**src/rtl/jring_pkg.sv**
```systemverilog
package jring_pkg;

  localparam int unsigned MAX_STAGES = 16;

  // A twisted-ring state is legal when at most one adjacent pair of stages differs.
  function automatic logic ring_legal(input logic [MAX_STAGES-1:0] v, input int unsigned n);
    int unsigned edges;
    edges = 0;
    for (int unsigned i = 0; i + 1 < MAX_STAGES; i++) begin
      if (i + 1 < n && v[i] != v[i+1]) edges++;
    end
    return (edges <= 1);
  endfunction

endpackage

```
**src/rtl/jring_stages.sv**
```systemverilog
module jring_stages #(
  parameter int unsigned STAGES  = 5,
  parameter logic [STAGES-1:0] POWERUP = '0
) (
  input  logic              clk,
  input  logic              rst,
  input  logic              inhibit,
  output logic [STAGES-1:0] state_o,
  output logic              legal_o
);
  import jring_pkg::*;

  logic [STAGES-1:0]     ring_q = POWERUP;
  logic [MAX_STAGES-1:0] ring_wide;
  logic                  legal;

  always_comb begin
    ring_wide = '0;
    ring_wide[STAGES-1:0] = ring_q;
  end

  assign legal = ring_legal(ring_wide, STAGES);

  always_ff @(posedge clk) begin
    if (rst) begin
      ring_q <= '0;
    end else if (!legal) begin
      ring_q <= '0;
    end else if (!inhibit) begin
      ring_q <= {ring_q[STAGES-2:0], ~ring_q[STAGES-1]};
    end
  end

  assign state_o = ring_q;
  assign legal_o = legal;


  reset_clear_chk: assert property (@(posedge clk) rst |=> (ring_q == '0));


  hold_stable_chk: assert property (@(posedge clk) disable iff (rst)
    (inhibit && legal) |=> $stable(ring_q));


  illegal_recover_chk: assert property (@(posedge clk) disable iff (rst)
    !legal |=> (ring_q == '0));


  single_bit_step_chk: assert property (@(posedge clk) disable iff (rst)
    legal |=> ($countones(ring_q ^ $past(ring_q)) <= 1));

endmodule

```
**src/rtl/jring_decode.sv**
```systemverilog
module jring_decode #(
  parameter int unsigned STAGES = 5,
  localparam int unsigned SLOTS = 2 * STAGES
) (
  input  logic              clk,
  input  logic              rst,
  input  logic              legal,
  input  logic [STAGES-1:0] state,
  output logic [SLOTS-1:0]  slot_o,
  output logic              carry_o
);

  // Each slot is one two-input gate on adjacent (or first/last) stages.
  for (genvar k = 0; k < SLOTS; k++) begin : g_slot
    if (k == 0) begin : g_zero
      assign slot_o[k] = ~state[0] & ~state[STAGES-1];
    end else if (k < STAGES) begin : g_fill
      assign slot_o[k] = state[k-1] & ~state[k];
    end else if (k == STAGES) begin : g_full
      assign slot_o[k] = state[0] & state[STAGES-1];
    end else begin : g_drain
      assign slot_o[k] = ~state[k-STAGES-1] & state[k-STAGES];
    end
  end

  assign carry_o = ~state[STAGES-1];


  slot_onehot_chk: assert property (@(posedge clk) disable iff (rst)
    legal |-> ($countones(slot_o) == 1));

endmodule

```
**src/rtl/twist_ring_divider.sv**
```systemverilog
module twist_ring_divider #(
  parameter int unsigned STAGES = 5,
  parameter logic [STAGES-1:0] POWERUP = '0,
  localparam int unsigned SLOTS = 2 * STAGES,
  localparam int unsigned HALF  = STAGES
) (
  input  logic             clk,
  input  logic             rst,
  input  logic             inhibit,
  output logic [SLOTS-1:0] slot_o,
  output logic             carry_o
);

  logic [STAGES-1:0] stage_w;
  logic              legal_w;

  jring_stages #(.STAGES(STAGES), .POWERUP(POWERUP)) u_stages (
    .clk     (clk),
    .rst     (rst),
    .inhibit (inhibit),
    .state_o (stage_w),
    .legal_o (legal_w)
  );

  jring_decode #(.STAGES(STAGES)) u_decode (
    .clk     (clk),
    .rst     (rst),
    .legal   (legal_w),
    .state   (stage_w),
    .slot_o  (slot_o),
    .carry_o (carry_o)
  );


  carry_half_chk: assert property (@(posedge clk) disable iff (rst)
    legal_w |-> (carry_o == (|slot_o[HALF-1:0])));


  advance_slot_chk: assert property (@(posedge clk) disable iff (rst)
    (legal_w && !inhibit && !slot_o[SLOTS-1]) |=> (slot_o == ($past(slot_o) << 1)));


  wrap_slot_chk: assert property (@(posedge clk) disable iff (rst)
    (legal_w && !inhibit && slot_o[SLOTS-1]) |=> slot_o[0]);

endmodule

```
**config.mk**
```make
export PLATFORM = sky130hd
export DESIGN_NAME = twist_ring_divider
export DESIGN_NICKNAME = d
export VERILOG_FILES = /design/src/rtl/jring_pkg.sv /design/src/rtl/jring_stages.sv /design/src/rtl/jring_decode.sv /design/src/rtl/twist_ring_divider.sv
export SDC_FILE = /design/constraint.sdc
export NUM_CORES = 1
export LEC_CHECK = 0
export ABC_CLOCK_PERIOD_IN_PS = 2300
export BUFFER_PORTS_ARGS = -buffer_cell sky130_fd_sc_hd__buf_2
export CAP_MARGIN = 10
export CORE_AREA = 2 2 39 41
export DETAILED_ROUTE_END_ITERATION = 10
export DIE_AREA = 0 0 41 43
export GPL_TIMING_DRIVEN = 0
export HOLD_SLACK_MARGIN = 0.02
export RECOVER_POWER = 50
export SETUP_SLACK_MARGIN = 0.2
export SKIP_LAST_GASP = 1
export SYNTH_ARGS = -nofsm -noshare
export SYNTH_HDL_FRONTEND = slang
export SYNTH_SLANG_ARGS = --single-unit
```
**constraint.sdc**
```tcl
create_clock -name clk -period 2.3 [get_ports clk]
set_clock_uncertainty 0.15 [all_clocks]
set_input_delay 0.46 -clock clk [delete_from_list [all_inputs] [get_ports clk]]
set_output_delay 0.46 -clock clk [all_outputs]
set_load 0.005 [all_outputs]
```
==> impl_metrics.ini <==
[timing]
fmax_ghz = 0.478
finalMaxSlewViolations = 0
period_needed_ns = 2.09
setup_tns_ns = 0
setup_viol = 0
tightestPinTransition_ns = 0.360
holdWs_ns = 0.399
relSlewSlack_pct = 76.0
hold_violations = 0
fin_crit_sh_pct = 91.0
rsz0062_at_grt = true

[drt]
postRouteAntennaNets = 0
drc = 0
wire_per_inst_um = 12.1
vias = 441
viasPerCell = 4.74
first_iter_violations = 3
drt_wl_total_um = 1120
drtPass1Iterations = 4

[grt]
grt_max_degree = 7
grt_overflow = 0
grt_pass1_vias = 387
grt_antenna_before_repair = 0
grtUsageTotal_pct = 13.4
grt_pass1_wl_um = 1640

[critical_path]
critPathSlowestCell = dfxtp_1
cp-start-kind = flip-flop
startpoint = u_stages.state_o[0]
critical_path.max_fanout = 5
arrival_ns = 2.11
max_stage_delay_ns = 0.37
cp-end-kind = flip-flop
worstSetupPathType = reg2reg
worstReg2RegStart = u_stages.state_o[0]
path_cells = inv_4 -> ha_4 -> inv_2 -> ha_4 -> mux2_4 -> ha_4 -> nor2b_4 -> xnor2_2 -> o21ai_4 -> nor3_2
critPathMostFrequentCell = ha_4
crit_family = adder cells
worst-path-buf-inv = 2
critPathRequiredTime_ns = 2.32

[place]
placed_cell_area_um2 = 579
io_buffers = 12
place_congestion = 0.735
dp_hpwl_um = 691

[cts]
root_buffer = clkbuf_4
path_clk_slew_ns = 0.04
h-tree-depth = 1
clk_path_buf_depth = 2
clock_latency_ns = 0.24
cts_tree = yes
cts_hold_buffers = 0
clkSinkCount = 5
cts_buffers = 3

[floorplan]
die_h_um = 43
die_x_um = 41
io_pins = 14
initial_core_util_pct = 33.0
dieArea_um2 = 1760
row_count = 14
coreArea_um2 = 1380

[power_and_ir_drop]
p_total_mw = 0.297
ir_drop_mv = 0.278
p_sw_share_pct = 29.9
intPower_mw = 0.208
pwr-share-clk_pct = 33.7
p_leak_nw = 0.340
pwr-share-comb_pct = 34.5
p_seq_share_pct = 31.8
p_per_area_nw_per_um2 = 383
p_sw_mw = 0.0888

[finish]
fin_util_pct = 56.1
drive_gt1_share_pct = 54.5
final_common_cell = buf_2
final_nets = 92
n_antenna_cell = 0
largest_reg_flops = 5
design_area_um2 = 776
synthToLayoutAreaGrowth_pct = 69.9
final_cell_mix = buf_2, ha_1, clkbuf_1

[yosys]
yosysSeqAreaShare_pct = 21.9
synth_cells = 52
synth_cell_types = 16
ys.warnings.count = 0
avgSynthCellArea_um2 = 8.78
synth_area_um2 = 457
synthesis.nets = 66
yosys_register_bits = 5

[run_status]
status = finished clean

[worst_hold_path]
hold_class = in2reg
hold_start = rst

[job]
max-cap-violations = 0
worst min-delay path: cells and delay by family:
family                 cells  cell delay (ns)
and+or+nand+nor            2             0.14
AOI/OAI and AO/OA          1             0.04
buffers and inverters      1             0.10
cell usage after synthesis:
cell / number / area, um^2
ha_1: 11 / 138
inv_1: 8 / 30.0
nor3_1: 6 / 30.0
dfxtp_1: 5 / 100
nor2_1: 5 / 18.8
mux2i_1: 4 / 40.0
a21oi_1: 3 / 15.0
nand2_1: 2 / 7.51
buf_1: 1 / 3.75
mux2_2: 1 / 11.3
nand4_1: 1 / 6.26
nor2b_1: 1 / 6.26
nor4b_4: 1 / 23.8
o21ai_2: 1 / 8.76
xnor2_1: 1 / 8.76
xor2_1: 1 / 8.76
power by group through the flow:
stage | Combinational (mW) | Sequential [mW] | Clock (mW)
2_1_floorplan | 0.0479 | 0.0964 | 0
3_3_place_gp | 0.0592 | 0.0984 | 0
3_5_place_dp | 0.0606 | 0.0983 | 0
4_1_cts | 0.0781 | 0.0940 | 0.108
5_1_grt | 0.115 | 0.0949 | 0.114
6_report | 0.102 | 0.0945 | 0.100
path summary, 6_finish.rpt:
| kind | end | slack, ns | cells after the start |
|---|---|---|---|
| max | u_stages.state_o[4] | 0.21 | 10 |
| min | u_stages.state_o[4] | 0.40 | 4 |
| min reg2reg | u_stages.state_o[4] | 0.48 | 2 |
| max reg2reg | u_stages.state_o[4] | 0.21 | 10 |
kinds of logic (layout without fill, tap and decap cells):
logic type | Yosys count | count (layout) | synth area share [%]
buffers and inverters | 9 | 34 | 7.40
adder cells (fa/ha/maj) | 11 | 11 | 30.1
flip-flops | 5 | 5 | 21.9
XOR/XNOR | 2 | 2 | 3.84
AND/OR/NAND/NOR | 16 | 16 | 20.3
AO/OA/AOI/OAI | 4 | 4 | 5.20
multiplexers | 5 | 5 | 11.2
what timing repair did:
| action | in CTS | in global routing |
|---|---|---|
| pin swaps | 6 | 5 |
| setup buffers | 5 | 4 |
| cloned | 0 | 0 |
| resized for setup | 13 | 14 |
| setup endpoints to repair | 5 | 5 |
cell type report:
cell class | instances | area [um^2]
timing repair buffer | 21 | 124
inverter | 8 | 35.0
sequential | 5 | 105
buffer | 1 | 3.75
tap | 16 | 20.0
clock buffer | 4 | 26.3
fill | 133 | 608
multi-input combinational | 38 | 462
layer usage:
metal / global-route usage (%) / share of wire (%)
met1: 14.7 / 37
met2: 24.7 / 57
met3: 4.71 / 6.5
met4: 0 / 0
met5: 0 / 0
per-stage QoR:
stage	worst slack, ns	instances
final	0.207	93
after global routing	0.116	93
after CTS	0.209	89
after detailed placement	0.0553	80
after global placement	0.0650	80
after floorplan	0.226	52
Power figures use the tool's default switching activity.
